**src/rtl/mshr_pkg.sv**
```systemverilog
package mshr_pkg;

  typedef enum logic [1:0] {
    ST_FREE = 2'd0,
    ST_PEND = 2'd1,
    ST_BUSY = 2'd2
  } ent_st_t;

  // Line base: clear the low lg address bits.
  function automatic logic [31:0] line_base(input logic [31:0] a, input int lg);
    return a & ~((32'd1 << lg) - 32'd1);
  endfunction

  // Wrap-safe age compare over a w-bit stamp: 1 when a is older than b.
  function automatic logic stamp_before(input logic [31:0] a, input logic [31:0] b,
                                        input int w);
    logic [31:0] d;
    d = a - b;
    return d[w-1];
  endfunction

endpackage

```
**src/rtl/mshr_match.sv**
```systemverilog
module mshr_match #(
  parameter int N_ENT  = 4,
  parameter int ADDR_W = 16,
  parameter int ASID_W = 2,
  parameter int IDX_W  = 2
) (
  input  logic [N_ENT-1:0]             live,
  input  logic [N_ENT-1:0]             cand,
  input  logic [N_ENT-1:0][ADDR_W-1:0] blk,
  input  logic [N_ENT-1:0][ASID_W-1:0] asid,
  input  logic                         look,
  input  logic [ADDR_W-1:0]            key_blk,
  input  logic [ASID_W-1:0]            key_asid,
  output logic [N_ENT-1:0]             match_vec,
  output logic                         hit,
  output logic [IDX_W-1:0]             hit_idx,
  output logic                         free_any,
  output logic [IDX_W-1:0]             free_idx
);
  for (genvar g = 0; g < N_ENT; g++) begin : g_cmp
    assign match_vec[g] = look && cand[g] && (blk[g] == key_blk) && (asid[g] == key_asid);
  end

  always_comb begin
    hit      = 1'b0;
    hit_idx  = '0;
    free_any = 1'b0;
    free_idx = '0;
    for (int i = N_ENT - 1; i >= 0; i--) begin
      if (match_vec[i]) begin
        hit     = 1'b1;
        hit_idx = IDX_W'(i);
      end
      if (!live[i]) begin
        free_any = 1'b1;
        free_idx = IDX_W'(i);
      end
    end
  end
endmodule

```
**src/rtl/mshr_pick.sv**
```systemverilog
module mshr_pick #(
  parameter int N_ENT = 4,
  parameter int ORD_W = 8,
  parameter int IDX_W = 2
) (
  input  logic [N_ENT-1:0]            pend,
  input  logic [N_ENT-1:0]            front,
  input  logic [N_ENT-1:0][ORD_W-1:0] ord,
  output logic                        any,
  output logic [IDX_W-1:0]            idx
);
  import mshr_pkg::*;

  always_comb begin
    any = 1'b0;
    idx = '0;
    for (int i = 0; i < N_ENT; i++) begin
      if (pend[i]) begin
        if (!any) begin
          any = 1'b1;
          idx = IDX_W'(i);
        end else if (front[i] && !front[idx]) begin
          idx = IDX_W'(i);
        end else if ((front[i] == front[idx]) &&
                     stamp_before(32'(ord[i]), 32'(ord[idx]), ORD_W)) begin
          idx = IDX_W'(i);
        end
      end
    end
  end
endmodule

```
**src/rtl/miss_tracker.sv**
```systemverilog
module miss_tracker #(
  parameter int N_ENT  = 4,
  parameter int N_TGT  = 4,
  parameter int ADDR_W = 16,
  parameter int BLK_LG = 4,
  parameter int ASID_W = 2,
  parameter int THR_W  = 2,
  parameter int TID_W  = 4,
  parameter int ORD_W  = 8,
  localparam int IDX_W = (N_ENT > 1) ? $clog2(N_ENT) : 1,
  localparam int CNT_W = $clog2(N_TGT + 1)
) (
  input  logic              clk,
  input  logic              rst_n,
  input  logic              req_valid,
  input  logic [ADDR_W-1:0] req_addr,
  input  logic [ASID_W-1:0] req_asid,
  input  logic [THR_W-1:0]  req_thread,
  input  logic              req_uncache,
  input  logic              req_noalloc,
  input  logic [TID_W-1:0]  req_tid,
  output logic              req_hit,
  output logic              req_ok,
  output logic [IDX_W-1:0]  req_slot,
  input  logic              rsp_valid,
  input  logic [IDX_W-1:0]  rsp_slot,
  input  logic              rsp_fill,
  input  logic [CNT_W-1:0]  rsp_left,
  output logic [TID_W-1:0]  rsp_tid,
  output logic [CNT_W-1:0]  rsp_cnt,
  input  logic              svc_valid,
  input  logic [IDX_W-1:0]  svc_slot,
  input  logic              sq_valid,
  input  logic [THR_W-1:0]  sq_thread,
  output logic              issue_req,
  output logic [IDX_W-1:0]  issue_slot,
  output logic              issue_nalloc,
  output logic              stall_full,
  output logic              stall_tgt
);
  import mshr_pkg::*;

  // Entry state
  ent_st_t                              e_st [N_ENT];
  logic [N_ENT-1:0][ADDR_W-1:0]         e_blk;
  logic [N_ENT-1:0][ASID_W-1:0]         e_asid;
  logic [N_ENT-1:0][THR_W-1:0]          e_thr;
  logic [N_ENT-1:0]                     e_any, e_nalloc, e_unc, e_front;
  logic [N_ENT-1:0][ORD_W-1:0]          e_ord;
  logic [N_ENT-1:0][CNT_W-1:0]          e_cnt;
  logic [N_ENT-1:0][N_TGT-1:0][TID_W-1:0] e_tgt;
  logic [ORD_W-1:0]                     ord_ctr;
  logic [IDX_W-1:0]                     tgt_owner;

  // Named events for the checker
  logic                         rsp_fire, rsp_keep, svc_fire, alloc_new, merge_fire, cap_hit;
  logic [CNT_W-1:0]             left_c;
  logic [N_ENT-1:0]             live_mid, cand, vld_vec, vld_next, pend_vec, sq_kill, match_vec;
  logic [N_ENT-1:0][CNT_W-1:0]  cnt_mid;
  logic [N_ENT-1:0][N_TGT-1:0][TID_W-1:0] tgt_mid;
  logic                         hit, free_any, look, owner_full;
  logic [IDX_W-1:0]             hit_idx, free_idx;
  logic [ADDR_W-1:0]            key_blk;

  // Response is applied first
  assign rsp_fire = rsp_valid && !sq_valid && (e_st[rsp_slot] == ST_BUSY);
  assign left_c   = (rsp_left > e_cnt[rsp_slot]) ? e_cnt[rsp_slot] : rsp_left;
  assign rsp_keep = rsp_fire && rsp_fill && (left_c != '0);
  assign svc_fire = svc_valid && !sq_valid && (e_st[svc_slot] == ST_PEND);

  always_comb begin
    for (int i = 0; i < N_ENT; i++) begin
      vld_vec[i]  = (e_st[i] != ST_FREE);
      pend_vec[i] = (e_st[i] == ST_PEND);
      live_mid[i] = vld_vec[i] && !(rsp_fire && !rsp_keep && (rsp_slot == IDX_W'(i)));
      cand[i]     = live_mid[i] && !e_unc[i];
      sq_kill[i]  = sq_valid && vld_vec[i] && !e_any[i] && (e_thr[i] == sq_thread);
      cnt_mid[i]  = e_cnt[i];
      tgt_mid[i]  = e_tgt[i];
      if (rsp_keep && (rsp_slot == IDX_W'(i))) begin
        cnt_mid[i] = left_c;
        for (int j = 0; j < N_TGT; j++) begin
          tgt_mid[i][j] = '0;
          if (j + int'(e_cnt[i]) - int'(left_c) < N_TGT)
            tgt_mid[i][j] = e_tgt[i][j + int'(e_cnt[i]) - int'(left_c)];
        end
      end
    end
  end

  assign look    = req_valid && !sq_valid && !req_uncache;
  assign key_blk = ADDR_W'(line_base(32'(req_addr), BLK_LG));

  mshr_match #(.N_ENT(N_ENT), .ADDR_W(ADDR_W), .ASID_W(ASID_W), .IDX_W(IDX_W)) u_match (
    .live(live_mid), .cand(cand), .blk(e_blk), .asid(e_asid), .look(look),
    .key_blk(key_blk), .key_asid(req_asid), .match_vec(match_vec), .hit(hit),
    .hit_idx(hit_idx), .free_any(free_any), .free_idx(free_idx));

  assign alloc_new  = req_valid && !sq_valid && !hit && free_any;
  assign merge_fire = hit && (cnt_mid[hit_idx] < CNT_W'(N_TGT));
  assign cap_hit    = merge_fire && (cnt_mid[hit_idx] + CNT_W'(1) == CNT_W'(N_TGT));
  assign req_hit    = hit;
  assign req_ok     = alloc_new || merge_fire;
  assign req_slot   = hit ? hit_idx : free_idx;

  always_comb begin
    for (int i = 0; i < N_ENT; i++)
      vld_next[i] = sq_valid ? (vld_vec[i] && !sq_kill[i])
                             : (live_mid[i] || (alloc_new && (free_idx == IDX_W'(i))));
  end

  mshr_pick #(.N_ENT(N_ENT), .ORD_W(ORD_W), .IDX_W(IDX_W)) u_pick (
    .pend(pend_vec), .front(e_front), .ord(e_ord), .any(issue_req), .idx(issue_slot));

  assign issue_nalloc = e_nalloc[issue_slot];
  assign rsp_tid      = e_tgt[rsp_slot][0];
  assign rsp_cnt      = e_cnt[rsp_slot];
  assign owner_full   = vld_vec[tgt_owner] && (e_cnt[tgt_owner] == CNT_W'(N_TGT));

  always_ff @(posedge clk) begin
    if (!rst_n) begin
      for (int i = 0; i < N_ENT; i++) e_st[i] <= ST_FREE;
      e_blk <= '0; e_asid <= '0; e_thr <= '0; e_any <= '0; e_nalloc <= '0;
      e_unc <= '0; e_front <= '0; e_ord <= '0; e_cnt <= '0; e_tgt <= '0;
      ord_ctr <= '0; tgt_owner <= '0; stall_full <= 1'b0; stall_tgt <= 1'b0;
    end else begin
      for (int i = 0; i < N_ENT; i++) begin
        if (sq_kill[i]) begin
          e_st[i]    <= ST_FREE;
          e_front[i] <= 1'b0;
        end
        if (!sq_valid) begin
          e_cnt[i] <= cnt_mid[i];
          e_tgt[i] <= tgt_mid[i];
          if (rsp_fire && (rsp_slot == IDX_W'(i))) begin
            e_st[i] <= rsp_keep ? ST_PEND : ST_FREE;
            if (rsp_keep) e_ord[i] <= ord_ctr;
          end
          if (svc_fire && (svc_slot == IDX_W'(i))) begin
            e_st[i]    <= ST_BUSY;
            e_front[i] <= 1'b0;
          end
        end
      end
      if (alloc_new) begin
        e_st[free_idx]     <= ST_PEND;
        e_blk[free_idx]    <= req_uncache ? req_addr : key_blk;
        e_asid[free_idx]   <= req_asid;
        e_thr[free_idx]    <= req_thread;
        e_any[free_idx]    <= 1'b0;
        e_nalloc[free_idx] <= req_noalloc;
        e_unc[free_idx]    <= req_uncache;
        e_front[free_idx]  <= 1'b0;
        e_ord[free_idx]    <= ord_ctr + ORD_W'(rsp_keep);
        e_cnt[free_idx]    <= CNT_W'(1);
        e_tgt[free_idx]    <= '0;
        e_tgt[free_idx][0] <= req_tid;
      end
      if (merge_fire) begin
        if (e_thr[hit_idx] != req_thread) e_any[hit_idx] <= 1'b1;
        if (!req_noalloc) e_nalloc[hit_idx] <= 1'b0;
        e_tgt[hit_idx][cnt_mid[hit_idx]] <= req_tid;
        e_cnt[hit_idx] <= cnt_mid[hit_idx] + CNT_W'(1);
        if (cap_hit) e_front[hit_idx] <= 1'b1;
      end
      ord_ctr    <= ord_ctr + ORD_W'(rsp_keep) + ORD_W'(alloc_new);
      stall_full <= &vld_next;
      if (sq_valid) begin
        if (!e_any[tgt_owner] && (e_thr[tgt_owner] == sq_thread)) stall_tgt <= 1'b0;
      end else if (cap_hit) begin
        stall_tgt <= 1'b1;
        tgt_owner <= hit_idx;
      end else if (rsp_fire && (rsp_slot == tgt_owner)) begin
        stall_tgt <= 1'b0;
      end
    end
  end
endmodule

```
**config.mk**
```make
export PLATFORM = sky130hd
export DESIGN_NAME = miss_tracker
export DESIGN_NICKNAME = d
export VERILOG_FILES = /design/src/rtl/mshr_pkg.sv /design/src/rtl/mshr_match.sv /design/src/rtl/mshr_pick.sv /design/src/rtl/miss_tracker.sv
export SDC_FILE = /design/constraint.sdc
export NUM_CORES = 1
export LEC_CHECK = 0
export BUFFER_PORTS_ARGS = -buffer_cell sky130_fd_sc_hd__buf_4
export CORE_ASPECT_RATIO = 0.6
export CORE_MARGIN = 5
export CORE_UTILIZATION = 45
export CTS_BUF_LIST = sky130_fd_sc_hd__clkbuf_16
export DETAILED_ROUTE_END_ITERATION = 8
export PLACE_DENSITY_LB_ADDON = 0.1
export SYNTH_ARGS = -nofsm -noshare
export SYNTH_HDL_FRONTEND = slang
export SYNTH_HIERARCHICAL = 1
export SYNTH_SLANG_ARGS = --single-unit
```
**constraint.sdc**
```tcl
create_clock -name clk -period 11.6 [get_ports clk]
set_input_delay 3.48 -clock clk [delete_from_list [all_inputs] [get_ports clk]]
set_output_delay 3.48 -clock clk [all_outputs]
set_load 0.01 [all_outputs]
```
==> summary.md, run 1 <==
| Metric | Value |
|---|---|
| CTS root buffer | clkbuf_16 |
| Area leader, netlist | dfxtp_1 |
| Sequential share of the synthesized area | 0.276 |
| Synth Area in XOR/XNOR | 0.0591 |
| Total wire length | ~54 mm |
| CP Max Fanout | 9 |
| Synth Warn # | 6 |
| Drc violations | 0 |
| Placed instance area | approximately 17000 sq um |
| Dpl cells | around 2.3k |
| TritonCTS clock tree | yes |
| Max_cap viols | 0 |
| Final Cell Area | between 15000 and 20000 sq um |
| First-pass GRT wire length | roughly 83 mm |
| Cell Area, Synth | 16300 sq um |
| Arrival time at the worst endpoint | 8000 ps |
| Pre-CTS setup slack | -51.8 ps |
| Combinational family with the most area after synthesis | simple AND/OR/NAND/NOR gates |
| Reg area | about 4500 sq um |
| Cell Count, Final, Fillers Out | ~2.3k |
| DRT Pass-1 Iters | 8 |
| Cell Int Power | 1330 uW |
| Post-synthesis compound-gate area fraction | 0.164 |
| DPL Wire Length | about 40 mm |
| F_max | just under 90 MHz |
| Clock Power Share | 0.419 |
| Die Y | roughly 160 um |
| Switching power total | between 500 and 600 uW |
| Synthesized flop and latch total | roughly 220 |
| Yosys top cell area share | 0.276 |
| CTS Buf Count | 25 |
| Fill cells | ~3.4k |
| Crit Path Class | primary input to output port |
| Setup Skew | approximately 11 ps |
| Initial Util | 0.461 |
| Ranking of synthesized cells by area | dfxtp_1 28%, mux4_2 11%, ha_1 6.3%, nand2_1 5.6%, xor2_1 4.6% |
| Final Net Count | roughly 2.0k |
| Clk buf depth | 3 |
| GRT Overall Usage | 0.262 |
| Post-Syn Instances | between 1.5k and 2k |
| Final period util | 0.990 |
| Worst path required time | around 8100 ps |
| Largest net degree at the start of global routing | 102 |
| Final setup violation count | 0 |
| DR iter-0 viols | 1492 |
| Async SR Flop Fraction | 0 |
| Core Region | roughly 35000 sq um |
| PwrDens | 104 nW/um^2 |
| Number of buffers added on ports | 58 |
| Global route overflow | 0 |
| Site row count | between 50 and 60 |
| Crit start category | primary input |
| Routability cong. | ~0.94 |
| Area of the multi-input gates | about 11000 sq um |
| Die area | 40200 sq um |
| Status | complete, no violations |
| ANT nets after route | 0 |
| Seq pwr share | 0.420 |
| Area Overhead vs Synth | 11.3% |
| Ports | around 60 |
| Switching share of total power | 0.292 |
| Clock Sinks | roughly 220 |
| WL/cell | between 20 and 25 um |
| Clk pin slew, worst setup/hold paths | ~60 ps |
| Simple-Gate Fraction of Synth Area | 0.198 |
| Worst-skew pair later-pin latency | roughly 560 ps |
| Critical path capture point type | output port |
| Syn Area/Cell | 9.00 sq um |
| Adder-cell share of the synthesized area | 0.0926 |
| Ys flop type | dfxtp_1 |
| Worst hold path type | flip-flop to flip-flop |
| Worst-Margin Slew | approximately 1300 ps |
| Die W | 256 um |
| P_leak | about 0.007 uW |
| Routed vias | between 10k and 15k |
| Maximum vdd drop | 123 uV |
| Max-slew headroom | 0.109 |
| H-tree Lvls | 1 |
| Initial antenna violation count | 0 |
| Antenna cells | 0 |
| Final hold violation count | 0 |
| Crit path time final | ~11000 ps |
| Multiplexer share of the synthesized area | 0.168 |
| Post-synth EDFFs | 0 |
| Slew Viols, Final | 0 |
| Layout cells sized above 1 | 0.170 |
| Layout Utilization | 0.513 |
| Vias in the first global route | 13.2k |
| DR vias/cell | 6.11 |
| Combinational share of power | 0.161 |
| Final setup margin | 116 ps |
| Post-synth cell types | 95 |
-- path summary, 6_finish.rpt --
check	endpoint	slack, ps	cells after the start	start
setup / recovery	req_ok	120	23	rsp_slot[0]
hold / removal	e_asid[4]$_SDFFE_PN0P_	460	2	e_asid[4]$_SDFFE_PN0P_
setup reg to reg	e_tgt[62]$_SDFF_PN0_	4520	27	e_cnt[5]$_SDFF_PN0_
hold reg to reg	e_asid[4]$_SDFFE_PN0P_	460	2	e_asid[4]$_SDFFE_PN0P_
-- stage by stage --
step                      setup TNS (ps)  hold slack (ps)  total power (uW)
after floorplan                        0              437              1000
after global placement                 0              453              1100
after detailed placement           -51.8              454              1100
after CTS                              0              468              1890
after global routing               -78.6              484              1960
final                                  0              465              1880
-- state kept, by name, indices dropped and copies added, names as in the netlist --
signal / cells
e_blk: 64
e_tgt: 64
e_ord: 32
e_cnt: 12
e_asid: 8
e_st: 8
e_thr: 8
ord_ctr: 8
e_any: 4
e_front: 4
e_nalloc: 4
e_unc: 4
tgt_owner: 2
stall_full: 1
stall_tgt: 1
-- cell usage after synthesis, drive strengths merged, types with 32 or more instances --
| cell | count |
|---|---|
| o21ai | 43 |
| clkbuf | 74 |
| a21oi | 145 |
| mux2i | 61 |
| nor2b | 76 |
| a211oi | 39 |
| buf | 32 |
| mux2 | 33 |
| inv | 66 |
| nor2 | 138 |
| nand2 | 246 |
| mux4 | 77 |
| nand3 | 35 |
| dfxtp | 224 |
| ha | 82 |
| xor2 | 87 |
-- layout by cell type, fill, tap and decap left out, types with 34 or more instances in the layout --
cell type,Yosys,layout
a21oi_1,141,138
nand3_1,35,34
xor2_1,86,86
mux2i_1,59,59
nor2_1,137,132
a211oi_1,34,34
o21ai_0,37,36
inv_1,64,65
nand2_1,244,243
dfxtp_1,224,224
ha_1,82,82
mux4_2,77,77
buf_4,3,98
nor2b_1,76,76
-- layout make-up --
| cell class | instances | area share |
|---|---|---|
| flip-flops and latches | 224 | 0.247 |
| repair buffers | 100 | 0.0418 |
| clock buffers | 25 | 0.0345 |
| inverters | 66 | 0.0141 |
| well taps | 467 | 0.0322 |
| multi-input cells | 1428 | 0.621 |
| clock inverters | 21 | 0.00891 |
-- power groups by stage --
stage	logic, uW	clock network (uW)	registers, uW
final	304	789	791
after global routing	330	833	792
after CTS	298	803	791
after detailed placement	296	0	808
after global placement	291	0	807
after floorplan	201	0	803
-- cells by family (layout without fill, tap and decap cells) --
group / count (synthesis) / after routing
flip-flops: 224 / 224
buffers and inverters: 172 / 212
AND/OR/NAND/NOR: 643 / 643
adder cells (fa/ha/maj): 106 / 106
XOR/XNOR: 109 / 109
multiplexers: 171 / 171
other: 1 / 16
AO/OA/AOI/OAI: 383 / 383
-- layer usage --
layer  routed length (um)  track usage
met2                20600        0.344
met3                 6250       0.0891
met5                    0            0
met1                26300        0.415
met4                  889       0.0449
-- critical path, stage by stage --
cell and delay [ps]:
buf_6 130, mux4_2 550, inv_1 80, ha_1 260
a21oi_1 310, a21oi_2 130, buf_6 160, mux2_4 310
nand2_2 120, a21oi_1 100, nor2_2 200, nor2b_1 160
nand2_1 70, nor4_2 180, nand4_1 170, nor4_4 270
buf_4 170, nor3_4 60, nand2b_1 170, a2111o_4 440
o211ai_1 130, a21o_1 200, buf_4 140
-- repair_timing --
action,CTS,global route
endpoints found under the setup margin,1,4
setup buffers,0,10
hold buffers,0,0
resized for setup,1,20
pin swaps,0,8
No activity file was read; power rests on OpenSTA's default activity.
==> run 2: changes to the inputs <==
--- a/config.mk
+++ b/config.mk
@@ -5,11 +5,13 @@
 export SDC_FILE = /design/constraint.sdc
 export NUM_CORES = 1
 export LEC_CHECK = 0
+export ABC_AREA = 1
 export BUFFER_PORTS_ARGS = -buffer_cell sky130_fd_sc_hd__buf_4
 export CORE_ASPECT_RATIO = 0.6
 export CORE_MARGIN = 5
 export CORE_UTILIZATION = 45
 export CTS_BUF_LIST = sky130_fd_sc_hd__clkbuf_16
+export CTS_CLUSTER_SIZE = 24
 export DETAILED_ROUTE_END_ITERATION = 8
 export PLACE_DENSITY_LB_ADDON = 0.1
 export SYNTH_ARGS = -nofsm -noshare
==> constraint.sdc (replaced) <==
create_clock -name clk -period 11.6 [get_ports clk]
set_input_delay 2.9 -clock clk [delete_from_list [all_inputs] [get_ports clk]]
set_output_delay 2.9 -clock clk [all_outputs]
set_load 0.01 [all_outputs]
==> run 2 against run 1 <==
Against the previous run:
- sequential share of layout area down 0.20 points
- routed wire length is 15% higher
- critical endpoint unchanged
- register-to-register slack better by 160 ps
- die area grew 2.6%
- via count up 24%
==> summary.md, run 2 <==
| Metric | Value |
|---|---|
| GRT Overall Usage | 0.290 |
| Final Net Count | approximately 2.8k |
| Die area | approximately 41000 sq um |
| PwrDens | around 110 nW/um^2 |
| H-tree Lvls | 1 |
| DR iter-0 viols | ~2.4k |
| DRT Pass-1 Iters | 7 |
| DPL Wire Length | roughly 46 mm |
| CTS root buffer | clkbuf_16 |
| Setup Skew | ~16 ps |
| Commonest non-fill, non-tap cell in the layout | nand2_1 |
| Most frequent cells in the layout | 685 x nand2_1, 342 x o21ai_0, 318 x inv_1, 238 x nor2_1, 224 x dfxtp_1 |
| Critical path's slowest cell | nor2_2 |
| Routed vias | 17.7k |
| Largest net degree at the start of global routing | 75 |
| Final Cell Area | approximately 18000 sq um |
| Post-Syn Instances | roughly 2.6k |
| CTS resizes | 0 |
| Vias in the first global route | 16.3k |
| Initial antenna violation count | 2 |
| DR vias/cell | between 5 and 6 |
| Ports | 59 |
| WL/cell | 19.8 um |
| Fill cells | around 3.7k |
| Top delay family on crit path | simple AND/OR/NAND/NOR gates |
| Clock Sinks | approximately 220 |
| Die W | roughly 260 um |
| Core Region | ~36000 sq um |
| Layout Utilization | 0.501 |
| Routability cong. | between 0.9 and 1 |
| Critical path capture point type | output port |
| Worst-skew pair later-pin latency | about 550 ps |
| Area Overhead vs Synth | 9.26% |
| Maximum vdd drop | ~84 uV |
| Slew Viols, Final | 0 |
| CTS Buf Count | 24 |
| First-pass GRT wire length | between 90 and 100 mm |
| CTS hold repair buffers | 0 |
| Worst hold path type | flip-flop to flip-flop |
| Initial Util | 0.458 |
| Status | complete, no violations |
| Layout cells sized above 1 | 0.0754 |
| Drc violations | 0 |
| Clk buf depth | 3 |
| Global route overflow | 0 |
| CP Max Fanout | 16 |
| Die Y | around 160 um |
| Placed instance area | about 18000 sq um |
| ANT nets after route | 0 |
| Clk pin slew, worst setup/hold paths | roughly 60 ps |
| Cell Area, Synth | about 17000 sq um |
| Setup TNS | 0 ps |
| F_max | between 90 and 100 MHz |
| Worst reg-to-reg setup slack | roughly 4700 ps |
| Largest regs | e_blk: 64 flops, e_tgt: 64 flops, e_ord: 32 flops |
| Worst path bufs/invs | 4 |
| Max incr delay on CP | roughly 440 ps |
| Crit Path Class | primary input to output port |
| Antenna cells | 0 |
| Site row count | 54 |
| Max_cap viols | 0 |
| Total wire length | between 60 and 70 mm |
| P_leak | 0.00810 uW |
| Syn Area/Cell | 6.35 sq um |
| Worst-Margin Slew | about 1100 ps |
| Final period util | 0.912 |
| Crit start category | primary input |
| Number of buffers added on ports | 58 |
| Final setup violation count | 0 |
| Setup bufs post-CTS | 0 |
| Arrival time at the worst endpoint | 7680 ps |
| Crit path time final | between 10000 and 15000 ps |
| Max-slew headroom | 0.233 |
| Worst path required time | slightly below 9000 ps |
| Synth Warn # | 6 |
| TritonCTS clock tree | yes |
| Final hold violation count | 0 |
| RSZ-0062 raised after global routing | no |
| CP most frequent cell | nand2_1 |
-- run 2: worst paths after layout --
check / from / endpoint / cells past startpoint
min: e_blk[25]$_SDFFE_PN0P_ / e_blk[25]$_SDFFE_PN0P_ / 2
max reg2reg: e_cnt[2]$_SDFF_PN0_ / e_ord[2]$_SDFF_PN0_ / 32
max: rsp_slot[0] / req_ok / 33
min reg2reg: e_blk[25]$_SDFFE_PN0P_ / e_blk[25]$_SDFFE_PN0P_ / 2
-- run 2: routing by layer --
metal,up-vias,share of wire,track usage
met5,-,0.00021,0
li1,8642,-,-
met3,87,0.12,0.0810
met2,860,0.38,0.391
met4,2,0.018,0.0550
met1,8125,0.48,0.457
-- run 2: area by class of cell --
type | instances | area (sq um) | share of cell area
clock buffer | 24 | 601 | 0.0329
timing repair buffer | 72 | 541 | 0.0296
sequential | 224 | 4480 | 0.245
tap | 476 | 596 | 0.0326
inverter | 347 | 1310 | 0.0716
clock inverter | 20 | 164 | 0.00897
multi-input combinational | 1979 | 10600 | 0.579
-- run 2: worst min-delay path: stages (launching register included) --
cell,delay [ps]
dfxtp_1,330
nand2_1,50
o21ai_0,50
-- run 2: power breakdown --
part,switching (uW),internal (uW)
sequential,13.2,781
combinational,306,141
clock,353,424
-- run 2: stage by stage --
step | hold WS (ps) | std cells | power [uW] | setup WS [ps]
after global routing | 495 | 3142 | 2120 | 690
final | 461 | 3142 | 2020 | 1020
after global placement | 441 | 3098 | 1240 | 1360
after floorplan | 428 | 2650 | 1110 | 1960
after detailed placement | 445 | 3098 | 1240 | 1170
after CTS | 461 | 3142 | 2020 | 1140
==> run 3: changes to the inputs <==
--- a/config.mk
+++ b/config.mk
@@ -9,7 +9,7 @@
 export BUFFER_PORTS_ARGS = -buffer_cell sky130_fd_sc_hd__buf_4
 export CORE_ASPECT_RATIO = 0.6
 export CORE_MARGIN = 5
-export CORE_UTILIZATION = 45
+export CORE_UTILIZATION = 30
 export CTS_BUF_LIST = sky130_fd_sc_hd__clkbuf_16
 export CTS_CLUSTER_SIZE = 24
 export DETAILED_ROUTE_END_ITERATION = 8
==> run 3 against run 2 <==
Against the previous run:
- via count decreased by 0.71%
- routed wire length increased by 10%
- clock power increased by 11%
- final cell count increased by 9.4%
- combinational power increased by 3%
- die area increased by 47%
- hold slack about the same
- flip-flop and latch count unchanged
- utilization decreased by 16 points
- register-to-register slack improved by 510 ps
- design area increased by 2.7%
- setup slack improved by 120 ps
- critical path type unchanged
==> summary.md, run 3 (synthesis gave the netlist of run 2 again) <==
| Metric | Value |
|---|---|
| Arrival time at the worst endpoint | between 7000 and 8000 ps |
| Slew Viols, Final | 0 |
| TritonCTS clock tree | yes |
| Die W | roughly 310 um |
| Setup TNS | 0 ps |
| Reg2reg start | e_cnt[8]$_SDFF_PN0_ |
| CP most frequent cell | nand2_1 |
| CTS root buffer | clkbuf_16 |
| H-tree Lvls | 1 |
| Vias in the first global route | around 16k |
| Final Cell Area | about 19000 sq um |
| Ports | just under 60 |
| Crit Path Class | primary input to output port |
| Setup Skew | between 20 and 30 ps |
| CP Launch Point | rsp_slot[0] |
| Largest regs | e_blk: 64 flops, e_tgt: 64 flops, e_ord: 32 flops |
| Status | complete, no violations |
| Final Net Count | between 2k and 3k |
| Max_cap viols | 0 |
| Routability cong. | 0.921 |
| Final setup violation count | 0 |
| CP Max Fanout | 16 |
| Initial antenna violation count | 3 |
| CTS hold repair buffers | 0 |
| Global route overflow | 0 |
| Commonest non-fill, non-tap cell in the layout | nand2_1 |
| Fill cells | about 6.1k |
| P_leak | between 0.008 and 0.009 uW |
| Initial Util | 0.301 |
| Final setup margin | 1140 ps |
| Max-slew headroom | 0.165 |
| Final hold violation count | 0 |
| DPL Wire Length | 52.2 mm |
| DRT Pass-1 Iters | 5 |
| Number of buffers added on ports | 58 |
| Reg2Reg Depth | 33 |
| Site row count | 67 |
| Critical path's slowest cell | inv_1 |
| First-pass GRT wire length | between 100 and 150 mm |
| Worst path required time | approximately 8700 ps |
| RSZ-0062 raised after global routing | no |
| Die Y | between 150 and 200 um |
| Final period util | 0.902 |
| ANT nets after route | 0 |
| Crit start category | primary input |
| Clk pin slew, worst setup/hold paths | 60 ps |
| Layout cells sized above 1 | 0.0781 |
| PwrDens | around 110 nW/um^2 |
| Routed vias | between 15k and 20k |
| Total wire length | ~69 mm |
| GRT Overall Usage | 0.222 |
| Setup bufs post-CTS | 0 |
| Worst reg-to-reg setup slack | 5190 ps |
| Largest net degree at the start of global routing | 70 |
| Placed instance area | 17900 sq um |
| Area Overhead vs Synth | 12.2% |
| CTS resizes | 0 |
| Clk buf depth | 3 |
| Most frequent cells in the layout | 685 x nand2_1, 342 x o21ai_0, 321 x inv_1, 238 x nor2_1, 224 x dfxtp_1 |
| DR vias/cell | just over 5 |
| Maximum vdd drop | approximately 90 uV |
| Worst-skew pair later-pin latency | roughly 570 ps |
| CP Capture Point | req_ok |
| Worst-Margin Slew | roughly 1200 ps |
| Worst hold path type | flip-flop to flip-flop |
| Drc violations | 0 |
| DR iter-0 viols | 1747 |
| Die area | 60700 sq um |
| WL/cell | 20.0 um |
| Core Region | roughly 55000 sq um |
| CTS Buf Count | 27 |
| Max incr delay on CP | around 300 ps |
| Reg-to-reg endpoint | e_ord[20]$_SDFF_PN0_ |
| Critical path capture point type | output port |
| F_max | about 96 MHz |
| Clock Sinks | between 200 and 250 |
| Crit path time final | around 10000 ps |
| Pre-CTS setup slack | 1200 ps |
run 3: cell types whose count changed in the layout (fill, tap and decap cells not counted):
cell | previous run | this run
buf_4 | 72 | 78
bufinv_16 | 2 | 3
clkbuf_16 | 24 | 27
clkinv_1 | 12 | 11
clkinv_4 | 1 | 0
clkinv_8 | 1 | 0
clkinvlp_4 | 4 | 2
diode_2 | 0 | 1
inv_1 | 318 | 321
inv_6 | 0 | 2
run 3: worst max-delay path, delay by kind of cell:
| family | cells | cell delay [ps] |
|---|---|---|
| buffers and inverters | 5 | 930 |
| AND/OR/NAND/NOR | 25 | 2980 |
| adder cells (fa/ha/maj) | 1 | 280 |
| AO/OA/AOI/OAI | 3 | 430 |
run 3: final cells by class:
class / instances / area [sq um] / share of cell area
Multi-Input combinational cell: 1979 / 10600 / 0.564
Sequential cell: 224 / 4480 / 0.239
Inverter: 347 / 1310 / 0.0697
Tap cell: 759 / 950 / 0.0506
Clock buffer: 27 / 676 / 0.0360
Timing Repair Buffer: 78 / 586 / 0.0312
Clock inverter: 21 / 179 / 0.00954
Antenna cell: 1 / 2.50 / 0.000133
run 3: stage by stage:
stage               hold WS, ps  instances  power, uW   util
floorplan                   428       2650       1110      -
global placement            441       3387       1260  0.323
detailed placement          448       3387       1260  0.323
CTS                         465       3435       2140  0.338
global route                487       3436       2230  0.338
finish                      461       3436       2120  0.338
run 3: worst min-delay path by stage:
| stage | start | end | slack, ps | cells past startpoint |
|---|---|---|---|---|
| floorplan | e_blk[25]$_SDFFE_PN0P_ | e_blk[25]$_SDFFE_PN0P_ | 430 | 2 |
| global route | e_unc[1]$_SDFFE_PN0P_ | e_unc[1]$_SDFFE_PN0P_ | 490 | 2 |
| detailed placement | e_blk[25]$_SDFFE_PN0P_ | e_blk[25]$_SDFFE_PN0P_ | 450 | 2 |
| global placement | e_blk[25]$_SDFFE_PN0P_ | e_blk[25]$_SDFFE_PN0P_ | 440 | 2 |
| CTS | e_blk[25]$_SDFFE_PN0P_ | e_blk[25]$_SDFFE_PN0P_ | 460 | 2 |
| finish | e_blk[60]$_SDFFE_PN0P_ | e_blk[60]$_SDFFE_PN0P_ | 460 | 2 |
run 3: power by group:
part,switching [uW],internal [uW]
Clock,374,488
Combinational,320,143
Sequential,13.9,781
run 3: routing by layer:
layer  global-route usage  wire (um)
met1                0.361      36800
met2                0.294      25100
met3               0.0457       5700
met4               0.0375       1220
met5                    0          0
